File: src/rtl/pll_seq_pkg.sv
`timescale 1ns/1ps
package pll_seq_pkg;

    typedef enum logic [3:0] {
        ST_IDLE,
        ST_CLKSEL,
        ST_SHADOW_ON,
        ST_SHADOW_OFF,
        ST_LOAD,
        ST_REF_WAIT,
        ST_UPD_ON,
        ST_UPD_OFF,
        ST_DONE
    } seq_state_e;

    localparam int WORD_W      = 32;

    // control word layout
    localparam int CFGR_LSB    = 0;
    localparam int CFGR_W      = 6;
    localparam int SEL_LSB     = 6;
    localparam int HSR_LSB     = 8;
    localparam int HSR_W       = 7;
    localparam int UPD_BIT     = 17;
    localparam int SHCLR_BIT   = 18;
    localparam int EXTCLK_BIT  = 19;

    localparam logic [1:0] SEL_STOP = 2'd0;
    localparam logic [1:0] SEL_GEN  = 2'd1;
    localparam logic [1:0] SEL_EXT  = 2'd2;

    // divider word layout
    localparam int MUL_LSB     = 0;
    localparam int MUL_W       = 10;
    localparam int DIV_LSB     = 10;
    localparam int DIV_W       = 4;
    localparam int VCO_LSB     = 14;
    localparam int VCO_W       = 6;
    localparam int PROP_LSB    = 20;
    localparam int PROP_W      = 6;
    localparam int INTG_LSB    = 26;

    // bias word layout and fixed values
    localparam int GMP_LSB     = 0;
    localparam int CPB_LSB     = 2;
    localparam logic [1:0] GMP_VAL = 2'd1;
    localparam logic [6:0] CPB_VAL = 7'h10;

    localparam logic [7:0] CFGCLK_OFFS_MHZ = 8'd17;

    function automatic logic [WORD_W-1:0] mk_ctl(
        input logic [CFGR_W-1:0] cfgr,
        input logic [1:0]        sel,
        input logic [HSR_W-1:0]  hsr,
        input logic              upd,
        input logic              shclr
    );
        logic [WORD_W-1:0] w;
        w = '0;
        w[CFGR_LSB +: CFGR_W] = cfgr;
        w[SEL_LSB +: 2]       = sel;
        w[HSR_LSB +: HSR_W]   = hsr;
        w[UPD_BIT]            = upd;
        w[SHCLR_BIT]          = shclr;
        w[EXTCLK_BIT]         = 1'b0;
        return w;
    endfunction

endpackage

File: src/rtl/pll_seq_capture.sv
`timescale 1ns/1ps
module pll_seq_capture
    import pll_seq_pkg::*;
(
    input  logic                clk,
    input  logic                rst_n,
    input  logic                capture,
    input  logic [7:0]          cfg_mhz,
    input  logic [HSR_W-1:0]    hs_range,
    input  logic [MUL_W-1:0]    m_val,
    input  logic [4:0]          n_val,
    input  logic [VCO_W-1:0]    vco_ctl,
    input  logic [PROP_W-1:0]   prop_ctl,
    output logic [WORD_W-1:0]   ctl_load,
    output logic [WORD_W-1:0]   div_load,
    output logic [WORD_W-1:0]   bias_load
);

    logic [CFGR_W-1:0] cfgr_q;
    logic [HSR_W-1:0]  hsr_q;
    logic [MUL_W-1:0]  mcode_q;
    logic [DIV_W-1:0]  ncode_q;
    logic [VCO_W-1:0]  vco_q;
    logic [PROP_W-1:0] prop_q;

    logic [7:0] mhz_offs;
    logic [4:0] n_minus;

    assign mhz_offs = cfg_mhz - CFGCLK_OFFS_MHZ;
    assign n_minus  = n_val - 5'd1;

    always_ff @(posedge clk or negedge rst_n) begin
        if (!rst_n) begin
            cfgr_q  <= '0;
            hsr_q   <= '0;
            mcode_q <= '0;
            ncode_q <= '0;
            vco_q   <= '0;
            prop_q  <= '0;
        end else if (capture) begin
            cfgr_q  <= {mhz_offs[3:0], 2'b00};
            hsr_q   <= hs_range;
            mcode_q <= m_val - 10'd2;
            ncode_q <= n_minus[DIV_W-1:0];
            vco_q   <= vco_ctl;
            prop_q  <= prop_ctl;
        end
    end

    always_comb begin
        ctl_load = mk_ctl(cfgr_q, SEL_GEN, hsr_q, 1'b0, 1'b0);
        div_load = '0;
        div_load[MUL_LSB +: MUL_W]   = mcode_q;
        div_load[DIV_LSB +: DIV_W]   = ncode_q;
        div_load[VCO_LSB +: VCO_W]   = vco_q;
        div_load[PROP_LSB +: PROP_W] = prop_q;
        div_load[WORD_W-1:INTG_LSB]  = '0;
        bias_load = '0;
        bias_load[GMP_LSB +: 2] = GMP_VAL;
        bias_load[CPB_LSB +: 7] = CPB_VAL;
    end

endmodule

File: src/rtl/pll_seq_timer.sv
`timescale 1ns/1ps
module pll_seq_timer #(
    parameter int CW = 4
) (
    input  logic          clk,
    input  logic          rst_n,
    input  logic          load,
    input  logic [CW-1:0] load_val,
    output logic          expired
);

    logic [CW-1:0] cnt_q;

    always_ff @(posedge clk or negedge rst_n) begin
        if (!rst_n) begin
            cnt_q <= '0;
        end else if (load) begin
            cnt_q <= load_val;
        end else if (cnt_q != '0) begin
            cnt_q <= cnt_q - 1'b1;
        end
    end

    assign expired = (cnt_q == '0);

endmodule

File: src/rtl/pll_seq_fsm.sv
`timescale 1ns/1ps
module pll_seq_fsm
    import pll_seq_pkg::*;
#(
    parameter int SEL_HOLD   = 3,
    parameter int SHADOW_W   = 2,
    parameter int REF_SETTLE = 10,
    parameter int UPD_W      = 4,
    parameter int CW         = 4
) (
    input  logic              clk,
    input  logic              rst_n,
    input  logic              start_i,
    input  logic              power_off_i,
    input  logic [WORD_W-1:0] ctl_load,
    input  logic [WORD_W-1:0] div_load,
    input  logic [WORD_W-1:0] bias_load,
    input  logic              tmr_expired,
    output logic              tmr_load,
    output logic [CW-1:0]     tmr_val,
    output logic              capture_o,
    output logic [WORD_W-1:0] ctl_o,
    output logic [WORD_W-1:0] div_o,
    output logic [WORD_W-1:0] bias_o,
    output logic              ref_en_o,
    output logic              done_o
);

    localparam logic [WORD_W-1:0] GEN_WORD   = mk_ctl('0, SEL_GEN, '0, 1'b0, 1'b0);
    localparam logic [WORD_W-1:0] SHCLR_WORD = mk_ctl('0, SEL_GEN, '0, 1'b0, 1'b1);
    localparam logic [WORD_W-1:0] UPD_MASK   = WORD_W'(1) << UPD_BIT;

    seq_state_e state_q, state_d;

    assign capture_o = (state_q == ST_IDLE) && start_i && !power_off_i;

    // next-state logic
    always_comb begin
        state_d = state_q;
        if (power_off_i) begin
            state_d = ST_IDLE;
        end else begin
            unique case (state_q)
                ST_IDLE:       if (start_i)     state_d = ST_CLKSEL;
                ST_CLKSEL:     if (tmr_expired) state_d = ST_SHADOW_ON;
                ST_SHADOW_ON:  if (tmr_expired) state_d = ST_SHADOW_OFF;
                ST_SHADOW_OFF:                  state_d = ST_LOAD;
                ST_LOAD:                        state_d = ST_REF_WAIT;
                ST_REF_WAIT:   if (tmr_expired) state_d = ST_UPD_ON;
                ST_UPD_ON:     if (tmr_expired) state_d = ST_UPD_OFF;
                ST_UPD_OFF:                     state_d = ST_DONE;
                ST_DONE:                        state_d = ST_IDLE;
                default:                        state_d = ST_IDLE;
            endcase
        end
    end

    // wait length loaded on entry to each timed state
    always_comb begin
        tmr_load = (state_d != state_q);
        unique case (state_d)
            ST_CLKSEL:    tmr_val = CW'(SEL_HOLD - 1);
            ST_SHADOW_ON: tmr_val = CW'(SHADOW_W - 1);
            ST_REF_WAIT:  tmr_val = CW'(REF_SETTLE - 1);
            ST_UPD_ON:    tmr_val = CW'(UPD_W - 1);
            default:      tmr_val = '0;
        endcase
    end

    // state register
    always_ff @(posedge clk or negedge rst_n) begin
        if (!rst_n) state_q <= ST_IDLE;
        else        state_q <= state_d;
    end

    // output register, aligned with the state register
    always_ff @(posedge clk or negedge rst_n) begin
        if (!rst_n) begin
            ctl_o    <= '0;
            div_o    <= '0;
            bias_o   <= '0;
            ref_en_o <= 1'b0;
            done_o   <= 1'b0;
        end else if (power_off_i) begin
            ctl_o    <= '0;
            div_o    <= '0;
            bias_o   <= '0;
            ref_en_o <= 1'b0;
            done_o   <= 1'b0;
        end else begin
            done_o <= (state_d == ST_DONE);
            unique case (state_d)
                ST_IDLE: ;
                ST_CLKSEL: begin
                    ctl_o    <= GEN_WORD;
                    div_o    <= '0;
                    bias_o   <= '0;
                    ref_en_o <= 1'b0;
                end
                ST_SHADOW_ON:  ctl_o <= SHCLR_WORD;
                ST_SHADOW_OFF: ctl_o <= GEN_WORD;
                ST_LOAD, ST_REF_WAIT: begin
                    ctl_o    <= ctl_load;
                    div_o    <= div_load;
                    bias_o   <= bias_load;
                    ref_en_o <= 1'b1;
                end
                ST_UPD_ON:           ctl_o <= ctl_load | UPD_MASK;
                ST_UPD_OFF, ST_DONE: ctl_o <= ctl_load;
                default: ;
            endcase
        end
    end

endmodule

File: src/rtl/pll_seq_top.sv
`timescale 1ns/1ps
module pll_seq_top
    import pll_seq_pkg::*;
#(
    parameter int SEL_HOLD   = 3,
    parameter int SHADOW_W   = 2,
    parameter int REF_SETTLE = 10,
    parameter int UPD_W      = 4
) (
    input  logic        clk,
    input  logic        rst_n,
    input  logic        start_i,
    input  logic        power_off_i,
    input  logic [7:0]  cfg_mhz_i,
    input  logic [6:0]  hs_range_i,
    input  logic [9:0]  m_val_i,
    input  logic [4:0]  n_val_i,
    input  logic [5:0]  vco_ctl_i,
    input  logic [5:0]  prop_ctl_i,
    output logic [31:0] ctl_word_o,
    output logic [31:0] div_word_o,
    output logic [31:0] bias_word_o,
    output logic        ref_clk_en_o,
    output logic        done_o
);

    localparam int MAX_AB  = (SEL_HOLD > SHADOW_W) ? SEL_HOLD : SHADOW_W;
    localparam int MAX_CD  = (REF_SETTLE > UPD_W) ? REF_SETTLE : UPD_W;
    localparam int MAX_LEN = (MAX_AB > MAX_CD) ? MAX_AB : MAX_CD;
    localparam int CW      = $clog2(MAX_LEN + 1);

    logic [WORD_W-1:0] ctl_load, div_load, bias_load;
    logic              capture;
    logic              tmr_load, tmr_expired;
    logic [CW-1:0]     tmr_val;

    pll_seq_capture u_capture (
        .clk       (clk),
        .rst_n     (rst_n),
        .capture   (capture),
        .cfg_mhz   (cfg_mhz_i),
        .hs_range  (hs_range_i),
        .m_val     (m_val_i),
        .n_val     (n_val_i),
        .vco_ctl   (vco_ctl_i),
        .prop_ctl  (prop_ctl_i),
        .ctl_load  (ctl_load),
        .div_load  (div_load),
        .bias_load (bias_load)
    );

    pll_seq_timer #(.CW(CW)) u_timer (
        .clk      (clk),
        .rst_n    (rst_n),
        .load     (tmr_load),
        .load_val (tmr_val),
        .expired  (tmr_expired)
    );

    pll_seq_fsm #(
        .SEL_HOLD   (SEL_HOLD),
        .SHADOW_W   (SHADOW_W),
        .REF_SETTLE (REF_SETTLE),
        .UPD_W      (UPD_W),
        .CW         (CW)
    ) u_fsm (
        .clk         (clk),
        .rst_n       (rst_n),
        .start_i     (start_i),
        .power_off_i (power_off_i),
        .ctl_load    (ctl_load),
        .div_load    (div_load),
        .bias_load   (bias_load),
        .tmr_expired (tmr_expired),
        .tmr_load    (tmr_load),
        .tmr_val     (tmr_val),
        .capture_o   (capture),
        .ctl_o       (ctl_word_o),
        .div_o       (div_word_o),
        .bias_o      (bias_word_o),
        .ref_en_o    (ref_clk_en_o),
        .done_o      (done_o)
    );

endmodule

File: config.mk
export PLATFORM = sky130hd
export DESIGN_NAME = pll_seq_top
export DESIGN_NICKNAME = d
export VERILOG_FILES = /design/src/rtl/pll_seq_pkg.sv /design/src/rtl/pll_seq_capture.sv /design/src/rtl/pll_seq_timer.sv /design/src/rtl/pll_seq_fsm.sv /design/src/rtl/pll_seq_top.sv
export SDC_FILE = /design/constraint.sdc
export NUM_CORES = 1
export LEC_CHECK = 0
export CORE_ASPECT_RATIO = 1.75
export CORE_MARGIN = 5
export CORE_UTILIZATION = 49
export DETAILED_ROUTE_END_ITERATION = 6
export PLACE_DENSITY = 0.86
export SYNTH_ARGS = -nofsm -noshare
export SYNTH_HDL_FRONTEND = slang
export SYNTH_SLANG_ARGS = --single-unit
File: constraint.sdc
create_clock -name clk -period 6.1 [get_ports clk]
set_input_delay 0.915 -clock clk [delete_from_list [all_inputs] [get_ports clk]]
set_output_delay 0.915 -clock clk [all_outputs]
set_load 0.01 [all_outputs]
==> results_dict.tcl <==
set metrics [dict create \
    postSynthCellCount 358 \
    grt_use_total_pct 17.52 \
    viasPerCell 5.058 \
    synth_area_um2 4160 \
    finalSetupViolCount 0 \
    cp.required_ns 6.37 \
    routedWlPerCell_um 15.85 \
    clock_path_buffers 2 \
    grt_pass1_wl_um 14280 \
    antenna_found_initial 0 \
    endpoint_kind "register" \
    rsz0062_at_grt "false" \
    final_net_count 481 \
    drc 0 \
    multi_input_area_um2 1609 \
    cts.reportedPaths.clkPinSlew_ns 0.06 \
    routabilityCongestion 0.8839 \
    drive_gt1_share_pct 9.862 \
    drv_slew 0 \
    ant_nets 0 \
    design_area_um2 5120 \
    grt_use_met2_pct 29.72 \
    die_h_um 131.9 \
    portBuffers 84 \
    worst_slew_pin_slew_ns 1.225 \
    regArea_um2 2177 \
    drtIter0Drc 130 \
    cts_hold_buf 0 \
    dp_hpwl_um 6253 \
    dieArea_um2 10510 \
    synthToLayoutAreaGrowth_pct 23.07 \
    crit_slowest_cell "nor3_4" \
    synth_seq_area_share_pct 52.33 \
    overflow 0 \
    core_um2 8313 \
    htreeDepth 3 \
    clock-sinks 87 \
    met3_usage_pct 3.694 \
    synth_edf_count 0 \
    synth_warnings 0 \
    status "complete, no violations" \
    fillers 677 \
    finalHoldViolCount 0 \
    path_class "input pin to register" \
    p_total_mw 1.893 \
    grt_pass1_vias 2857 \
    finalSetupTns_ns 0 \
    cts-root-buf "clkbuf_16" \
    post_cts_buffers 0 \
    rrSetupSlack_ns 3.66 \
    vias 2787 \
    synth.distinct_cells 46 \
    max_cap_viol_count 0 \
    finalCriticalPeriod_ns 3.039 \
    start_util_pct 50.05 \
    worstPathCellList "clkdlybuf4s50_1, or2_1, nor4_1, nor3_4, a22o_1" \
    die_width_um 79.66 \
    synth_async_sr_flop_share_pct 100.0 \
    ys_seq_elements 87 \
    p_leak_nw 2.379 \
    firstDrtPassIters 4 \
    maxSlewHeadroom_pct 18.33 \
    ir_worst_vdd_mv 0.2062 \
    crit_path_max_fanout 26 \
    critPathMaxStageDelay_ns 0.90 \
    start_kind "input pin" \
    cts-buffers-inserted 9 \
    final_cell_mix "87 x dfrtp_1, 83 x clkdlybuf4s50_1, 54 x conb_1" \
    io_pins 144 \
    cts_repair_resize_count 0 \
    fin_skew_ns 0.005118 \
    postSynthAreaPerCell_um2 11.62 \
    power.density_nw_per_um2 369.7 \
    grt_max_degree 88 \
    fmax_ghz 0.3290 \
    layout_commonest_cell "dfrtp_1" \
    hold-worst-slack_ns 0.4786 \
    clk-insertion-delay-late_ns 0.33 \
    crit_arrival_ns 3.31 \
    grt-busiest-layer "met2" \
    antenna_cells 0 \
    std_cell_rows 44 \
    placed_area_um2 4810 \
    hold_class "register to register" \
    use_met1_pct 20.73 \
    tritoncts "done" \
    finalWirelength_um 8733 \
    yosys_most_used_dff "dfrtp_1" \
    fin_crit_sh_pct 49.82 \
]
## where the power goes
part           switching, mW  internal [mW]
logic                  0.231          0.261
clock network          0.209          0.349
registers              0.106          0.737
total                  0.546           1.35
## flip-flops by register name, indices dropped and copies added (netlist names)
name               cells
u_capture.cfgr_q       4
u_capture.hsr_q        7
u_capture.mcode_q     10
u_capture.ncode_q      4
u_capture.prop_q       6
u_capture.vco_q        6
u_fsm.bias_o           1
u_fsm.ctl_o           14
u_fsm.div_o           26
u_fsm.done_o           1
u_fsm.state_q          4
u_timer.cnt_q          4
## cells by family (layout without fill, tap and decap cells)
family          count (synthesis)  count (layout)  synth area share, %
flops                          87              87                52.33
buf+inv                        86             111                14.14
simple gates                   74              74                9.414
compound gates                 71              71                12.72
mux                            22              22                7.368
xor+xnor                       13              13                2.737
fa+ha+maj                       4               4                1.203
other cells                     1              54              0.09014
## cell type report
cell class / instances / area share (%)
clock buffers: 13 / 5.279
clock inverters: 3 / 0.7820
inverters: 11 / 0.8065
multi-input cells: 238 / 31.43
flip-flops and latches: 87 / 42.52
well taps: 115 / 2.810
repair buffers: 84 / 16.37
## metrics by stage
stage	instances	worst slack [ns]	util, %
2_1_floorplan	411	3.519	-
3_3_place_gp	535	2.779	57.86
3_5_place_dp	535	2.704	57.86
4_1_cts	551	3.060	61.59
5_1_grt	551	2.896	61.59
6_report	551	3.061	61.59
## cells in the mapped netlist (2+ instances only)
library cell	n	area share, %
a21oi_1	5	0.60
a22o_1	37	7.8
buf_2	2	0.24
buf_4	56	10
buf_6	7	1.9
clkbuf_1	10	0.90
dfrtp_1	87	52
ha_1	4	1.2
inv_1	11	0.99
mux2_2	5	1.4
mux2_4	16	5.8
nand2_1	23	2.1
nand2b_1	2	0.30
nand3_1	3	0.36
nor2_1	12	1.1
nor2b_1	3	0.45
nor3_1	10	1.2
nor3b_1	2	0.36
nor4_1	3	0.45
o21ai_0	20	2.4
or3_1	2	0.30
or4_1	3	0.54
xnor2_1	9	1.9
xor2_1	4	0.84
## routing by layer
layer  wire length (um)  vias up  part of all wire, %
met5                  0        -                    0
li1                   -     1285                    -
met4                263        0                  3.0
met1               3234     1370                   37
met2               4751      112                   54
met3                483       20                  5.5
## worst paths after layout
kind | cells past startpoint | to | start
min in group asynchronous | 1 | u_fsm.div_o[18] | rst_n
min reg2reg | 2 | u_capture.ncode_q[1] | u_capture.ncode_q[1]
max in group asynchronous | 1 | u_capture.hsr_q[2] | rst_n
max reg2reg | 4 | u_fsm.div_o[2] | u_fsm.state_q[2]
min | 2 | u_capture.ncode_q[1] | u_capture.ncode_q[1]
max | 5 | u_fsm.div_o[2] | power_off_i
## worst max-delay path, delay by kind of cell
kind,cells,cell delay [ns]
AND/OR/NAND/NOR,3,1.44
buffers and inverters,1,0.69
AO/OA/AOI/OAI,1,0.26
Note: power is estimated with default switching activity, not from simulation.
